File: config.mk
export PLATFORM = sky130hd
export DESIGN_NAME = zeroRegFile
export DESIGN_NICKNAME = d
export VERILOG_FILES = /design/src/rtl/zrfPkg.sv /design/src/rtl/zrfCtrl.sv /design/src/rtl/zrfDatapath.sv /design/src/rtl/zrfReadPort.sv /design/src/rtl/zeroRegFile.sv
export SDC_FILE = /design/constraint.sdc
export NUM_CORES = 2
export LEC_CHECK = 0
export BUFFER_PORTS_ARGS = -buffer_cell sky130_fd_sc_hd__buf_2
export CAP_MARGIN = 0
export CORE_UTILIZATION = 45
export DETAILED_ROUTE_END_ITERATION = 8
export HOLD_SLACK_MARGIN = 0.06
export MAX_ROUTING_LAYER = met4
export SYNTH_ARGS = -nofsm -noshare
export SYNTH_HDL_FRONTEND = slang
export SYNTH_HIERARCHICAL = 1
export SYNTH_SLANG_ARGS = --single-unit
export TNS_END_PERCENT = 5
File: constraint.sdc
create_clock -name clk -period 1.8 [get_ports clk]
set_clock_uncertainty 0.05 [all_clocks]
set_input_delay 0 -clock clk [delete_from_list [all_inputs] [get_ports clk]]
set_output_delay 0 -clock clk [all_outputs]
set_load 0.02 [all_outputs]
File: src/rtl/zrfPkg.sv
package zrfPkg;
  localparam int unsigned REG_COUNT = 32;
  localparam int unsigned DATA_W    = 32;
  localparam int unsigned IDX_W     = $clog2(REG_COUNT);

  typedef struct packed {
    logic clearAll;
    logic commit;
  } rfStrobe_t;
endpackage

File: src/rtl/zrfCtrl.sv
module zrfCtrl
  import zrfPkg::*;
#(
  parameter int unsigned REG_COUNT = zrfPkg::REG_COUNT,
  localparam int unsigned IDX_W = $clog2(REG_COUNT)
) (
  input  logic                 clk,
  input  logic                 rst,
  input  logic                 wrEn,
  input  logic [IDX_W-1:0]     wrIdx,
  output rfStrobe_t            strobes,
  output logic [REG_COUNT-1:0] rowSel
);
  // Reset overrides any write; index 0 never commits.
  assign strobes.clearAll = rst;
  assign strobes.commit   = wrEn && !rst && (wrIdx != '0);

  for (genvar i = 0; i < REG_COUNT; i++) begin : g_sel
    if (i == 0) begin : g_zero
      assign rowSel[i] = 1'b0;
    end else begin : g_row
      assign rowSel[i] = strobes.commit && (wrIdx == IDX_W'(i));
    end
  end

  // at most one row selected, and only when enabled
  p_single_row_r3: assert property (@(negedge clk) disable iff (rst)
    $onehot0(rowSel) && (!wrEn -> rowSel == '0));
  // index 0 request never reaches a row
  p_zero_no_select_r2: assert property (@(negedge clk) disable iff (rst)
    (wrIdx == '0) |-> (rowSel == '0));
endmodule

File: src/rtl/zrfDatapath.sv
module zrfDatapath
  import zrfPkg::*;
#(
  parameter int unsigned REG_COUNT = zrfPkg::REG_COUNT,
  parameter int unsigned DATA_W    = zrfPkg::DATA_W
) (
  input  logic                               clk,
  input  rfStrobe_t                          strobes,
  input  logic [REG_COUNT-1:0]               rowSel,
  input  logic [DATA_W-1:0]                  wrData,
  output logic [REG_COUNT-1:0][DATA_W-1:0]   store
);
  for (genvar i = 0; i < REG_COUNT; i++) begin : g_rows
    if (i == 0) begin : g_const
      assign store[i] = '0;
      // the constant row is never targeted
      p_row0_idle_r2: assert property (@(negedge clk)
        disable iff (strobes.clearAll) !rowSel[i]);
    end else begin : g_reg
      logic [DATA_W-1:0] rowQ;
      always_ff @(negedge clk) begin
        if (strobes.clearAll)  rowQ <= '0;
        else if (rowSel[i])    rowQ <= wrData;
      end
      assign store[i] = rowQ;

      // a selected row takes the presented word
      p_row_write_r1: assert property (@(negedge clk)
        disable iff (strobes.clearAll)
        rowSel[i] |=> (store[i] == $past(wrData)));
      // an unselected row holds its value
      p_row_hold_r3: assert property (@(negedge clk)
        disable iff (strobes.clearAll)
        !rowSel[i] |=> $stable(store[i]));
      // the edge after a reset edge sees a cleared row
      p_row_clear_r5: assert property (@(negedge clk)
        disable iff (strobes.clearAll)
        $past(strobes.clearAll) |-> (store[i] == '0));
    end
  end
endmodule

File: src/rtl/zrfReadPort.sv
module zrfReadPort #(
  parameter int unsigned REG_COUNT = 32,
  parameter int unsigned DATA_W    = 32,
  localparam int unsigned IDX_W = $clog2(REG_COUNT)
) (
  input  logic [IDX_W-1:0]                 idx,
  input  logic [REG_COUNT-1:0][DATA_W-1:0] store,
  output logic [DATA_W-1:0]                data
);
  assign data = (idx == '0) ? '0 : store[idx];
endmodule

File: src/rtl/zeroRegFile.sv
module zeroRegFile
  import zrfPkg::*;
#(
  parameter int unsigned REG_COUNT = zrfPkg::REG_COUNT,
  parameter int unsigned DATA_W    = zrfPkg::DATA_W,
  localparam int unsigned IDX_W = $clog2(REG_COUNT)
) (
  input  logic              clk,
  input  logic              rst,
  input  logic [IDX_W-1:0]  rdIdxA,
  output logic [DATA_W-1:0] rdDataA,
  input  logic [IDX_W-1:0]  rdIdxB,
  output logic [DATA_W-1:0] rdDataB,
  input  logic              wrEn,
  input  logic [IDX_W-1:0]  wrIdx,
  input  logic [DATA_W-1:0] wrData,
  input  logic [IDX_W-1:0]  dbgIdx,
  output logic [DATA_W-1:0] dbgData
);
  rfStrobe_t                        strobes;
  logic [REG_COUNT-1:0]             rowSel;
  logic [REG_COUNT-1:0][DATA_W-1:0] store;

  zrfCtrl #(.REG_COUNT(REG_COUNT)) u_ctrl (
    .clk(clk), .rst(rst), .wrEn(wrEn), .wrIdx(wrIdx),
    .strobes(strobes), .rowSel(rowSel)
  );

  zrfDatapath #(.REG_COUNT(REG_COUNT), .DATA_W(DATA_W)) u_dp (
    .clk(clk), .strobes(strobes), .rowSel(rowSel),
    .wrData(wrData), .store(store)
  );

  zrfReadPort #(.REG_COUNT(REG_COUNT), .DATA_W(DATA_W)) u_rdA (
    .idx(rdIdxA), .store(store), .data(rdDataA));
  zrfReadPort #(.REG_COUNT(REG_COUNT), .DATA_W(DATA_W)) u_rdB (
    .idx(rdIdxB), .store(store), .data(rdDataB));
  zrfReadPort #(.REG_COUNT(REG_COUNT), .DATA_W(DATA_W)) u_rdDbg (
    .idx(dbgIdx), .store(store), .data(dbgData));

  // same index on both operand ports gives the same word
  p_same_index_r6: assert property (@(posedge clk) disable iff (rst)
    (rdIdxA == rdIdxB) |-> (rdDataA == rdDataB));
  // zero index reads zero on every port
  p_zero_read_r2: assert property (@(posedge clk) disable iff (rst)
    ((rdIdxA == '0) -> (rdDataA == '0)) && ((rdIdxB == '0) -> (rdDataB == '0))
    && ((dbgIdx == '0) -> (dbgData == '0)));
  // debug port agrees with port A on a shared index
  p_dbg_match_r7: assert property (@(posedge clk) disable iff (rst)
    (dbgIdx == rdIdxA) |-> (dbgData == rdDataA));
endmodule

Word level (Yosys, flattened, before mapping) --
Cells that the tools add are included.
Word-level totals: flip-flop bits (word level) 992, input bits 55, logic and storage cells 112
Cells by class: magnitude comparators 3, equal/unequal tests 31, multiplexer cells 9, reduce and logical (&&, ||, !) cells 38
Operators with widths (number):
- $bmux 32 s5 | 3
- $mux 32 | 6
- $eq 5x5->1 const B | 16
- $eq 5x4->1 const B | 8
- $logic_and 1x1->1 | 33
- $eq 5x3->1 const B | 4
- $lt 5x6->1 const B | 3
- $logic_not 5->1 | 3
- $eq 5x2->1 const B | 2
- $eq 5x1->1 const B | 1
- $reduce_bool 5->1 | 1
- $logic_not 1->1 | 1

Longest topological paths before layout --
depth in word-level cells 4, mapped depth 8, mapped depth without buffers 4

Modules after synthesis --
The synthesis kept the hierarchy.
By module, submodules not included:
- zrfDatapath | instances 1, cells each 3340, area each 36573.8 sq um
- zrfReadPort | instances 3, cells each 664, area each 8368.0 sq um
- zrfCtrl | instances 1, cells each 54, area each 402.9 sq um

==> impl_metrics.toml <==
[run_status]
status = "complete, but fails checks"
violations = "setup timing"

[routing]
wl_per_cell_um = 28.6
drtPass1Iterations = 6
via_count = 55100
route.final.wire_length_mm = 251
ant_nets = 0
vias_per_cell = 6.29
drc = 0
drt_iter0_drc = 6468

[min_path]
holdCritPathClass = "flip-flop to flip-flop"
hp-start = "u_dp/g_rows[16].g_reg.rowQ[16]"
min_path_cells = 2
min_to = "u_dp/g_rows[16].g_reg.rowQ[16]"

[cells_and_area]
drive_above_1_share_pct = 36.7
area_growth_pct = 30.6
largestRegisters = "u_dp/g_rows.g_reg.rowQ (992)"
finalCoreUtilization_pct = 59.5
multi_input_area_um2 = 40000
final_cells = 8765
regArea_um2 = 20000
largest_reg_flops = 992
nets = 6932
design_area_um2 = 81100
regMostFlops = "u_dp/g_rows.g_reg.rowQ"
n_fill_cell = 11100

[pwr]
p_sw_mw = 21.7
internal-power_mw = 43.4
finalPower_mw = 65.1
pwr-share-comb_pct = 12.4
switching_share_pct = 33.4
power.leakage_nw = 32.3
seqPwrFrac_pct = 34.3
power.density_nw_per_um2 = 803
clockPowerShare_pct = 53.3
peakVddDrop_mv = 0.900

[global_route]
overflow = 0
track_usage_pct = 36.2
grt_pass1_wl_mm = 364
grt_max_degree = 184
grt_pass1_vias = 56000
antenna_found_initial = 5

[timing]
slew_headroom_pct = 14.3
hold_viol = 0
slew_viol_final = 0
tightest_slew_ns = 1.28
setup_viol = 261
setup_slack_ns = -1.61
rsz0062_at_grt = "true"

[setup_path]
worstPathMaxFanout = 4
cp-start-kind = "flip-flop"
arrival_ns = 3.36
required_ns = 1.75
r2r_end = "u_dp/g_rows[14].g_reg.rowQ[14]"
worstSetupPathType = "flip-flop to primary output"
r2r-start = "u_dp/g_rows[14].g_reg.rowQ[14]"
ff2ff_path_depth = 4
end_kind = "primary output"
rrSetupSlack_ns = 0.87

[run]
maxCapViolations = 0

[place]
dp.cells = 7547
hpwl_mm = 167
gp_congestion = 0.965
portBuffers = 150
placed_area_um2 = 71000

[cts]
cts_made_buffers = 118
htreeDepth = 3
insertion_delay_ns = 0.77
path_clk_slew_ns = 0.03
cts_tree = "done"
cts.sinks = 992
cts_hold_buf = 0
root_buffer = "clkbuf_16"
clk_path_buf_depth = 3

[die]
ios = 151
dieHeight_um = 373
dieArea_um2 = 139000
rows = 135
core_area_um2 = 136000
die_width_um = 373
start_util_pct = 45.6

[synth]
yosysWarningCount = 6
synth_area_per_cell_um2 = 11.5
synth_area_um2 = 62100
syn_inst = 5383
[repair_timing]
action                                  in CTS  in global routing
pin swaps                                   80                 83
endpoints found under the hold margin        0                  0
setup buffers                                3                  4
resized for setup                          382                185
endpoints found under the setup margin     496                511
[worst max-delay path, stage by stage (launching register included)]
cell	delay (ns)
dfxtp_2	0.34
mux2i_1	0.10
a221oi_2	0.31
o21ai_2	0.12
a311oi_4	0.49
buf_6	0.21
buf_6	0.12
[per-layer routing]
| metal | part of all wire, % | routed length [um] | vias to the layer above | GRT usage, % |
|---|---|---|---|---|
| met5 | 0 | 0 | - | - |
| met2 | 44 | 111000 | 3394 | 52.2 |
| met1 | 39 | 97900 | 27700 | 45.4 |
| li1 | - | - | 23300 | - |
| met3 | 11 | 28200 | 779 | 10.8 |
| met4 | 5.5 | 13700 | 0 | 19.5 |
[how the worst max path moves through the flow]
stage	startpoint	end	slack [ns]	cells past startpoint
floorplan	wrIdx[1]	u_dp/g_rows[4].g_reg.rowQ[0]	-0.40	7
global placement	u_dp/g_rows[22].g_reg.rowQ[16]	dbgData[16]	-1.03	6
detailed placement	u_dp/g_rows[22].g_reg.rowQ[16]	dbgData[16]	-1.04	6
CTS	u_dp/g_rows[20].g_reg.rowQ[16]	dbgData[16]	-1.59	6
global route	u_dp/g_rows[1].g_reg.rowQ[16]	dbgData[16]	-1.71	7
finish	u_dp/g_rows[20].g_reg.rowQ[16]	dbgData[16]	-1.61	6
[layout by cell type (no fill, tap or decap), types with 8 or more instances in the layout]
master,instances
a211oi_1,9
a211oi_2,85
a221oi_1,32
a221oi_2,38
a22oi_1,68
a22oi_2,28
a311oi_2,74
a311oi_4,22
buf_12,237
buf_2,49
buf_4,663
buf_6,72
buf_8,9
bufinv_16,20
clkbuf_16,119
clkinvlp_2,27
conb_1,32
dfxtp_1,868
dfxtp_2,121
inv_1,1018
inv_4,20
mux2_2,66
mux2_4,30
mux2i_1,1177
mux4_2,672
nand2_1,50
nand2b_4,8
nor2_1,998
nor2b_1,89
nor2b_4,13
nor3_2,8
nor4_4,14
o2111ai_1,18
o21ai_1,61
o21ai_2,88
o21ai_4,19
[cell type report]
type,count,area share [%]
tap,1781,2.75
inverter,3,0.0232
antenna,4,0.0123
sequential,992,24.7
clock inverter,1096,6.00
multi-input combinational,3740,49.4
clock buffer,119,3.67
timing repair buffer,1030,13.5
[power by group through the flow]
stage | clock [mW] | sequential, mW | combinational, mW
CTS | 35.5 | 22.3 | 7.75
detailed placement | 3.32 | 22.6 | 7.40
global placement | 3.32 | 22.6 | 7.38
global route | 38.2 | 22.3 | 8.19
finish | 34.7 | 22.3 | 8.06
floorplan | 3.32 | 22.6 | 4.32
[stage by stage]
stage	TNS (ns)	worst slack [ns]	hold WS [ns]
2_1_floorplan	-360.81	-0.400	0.249
3_3_place_gp	-799.51	-1.03	0.445
3_5_place_dp	-819.48	-1.04	0.452
4_1_cts	-145.80	-1.59	0.458
5_1_grt	-156.96	-1.71	0.481
6_report	-149.38	-1.61	0.455
No activity file was read; power rests on OpenSTA's default activity.
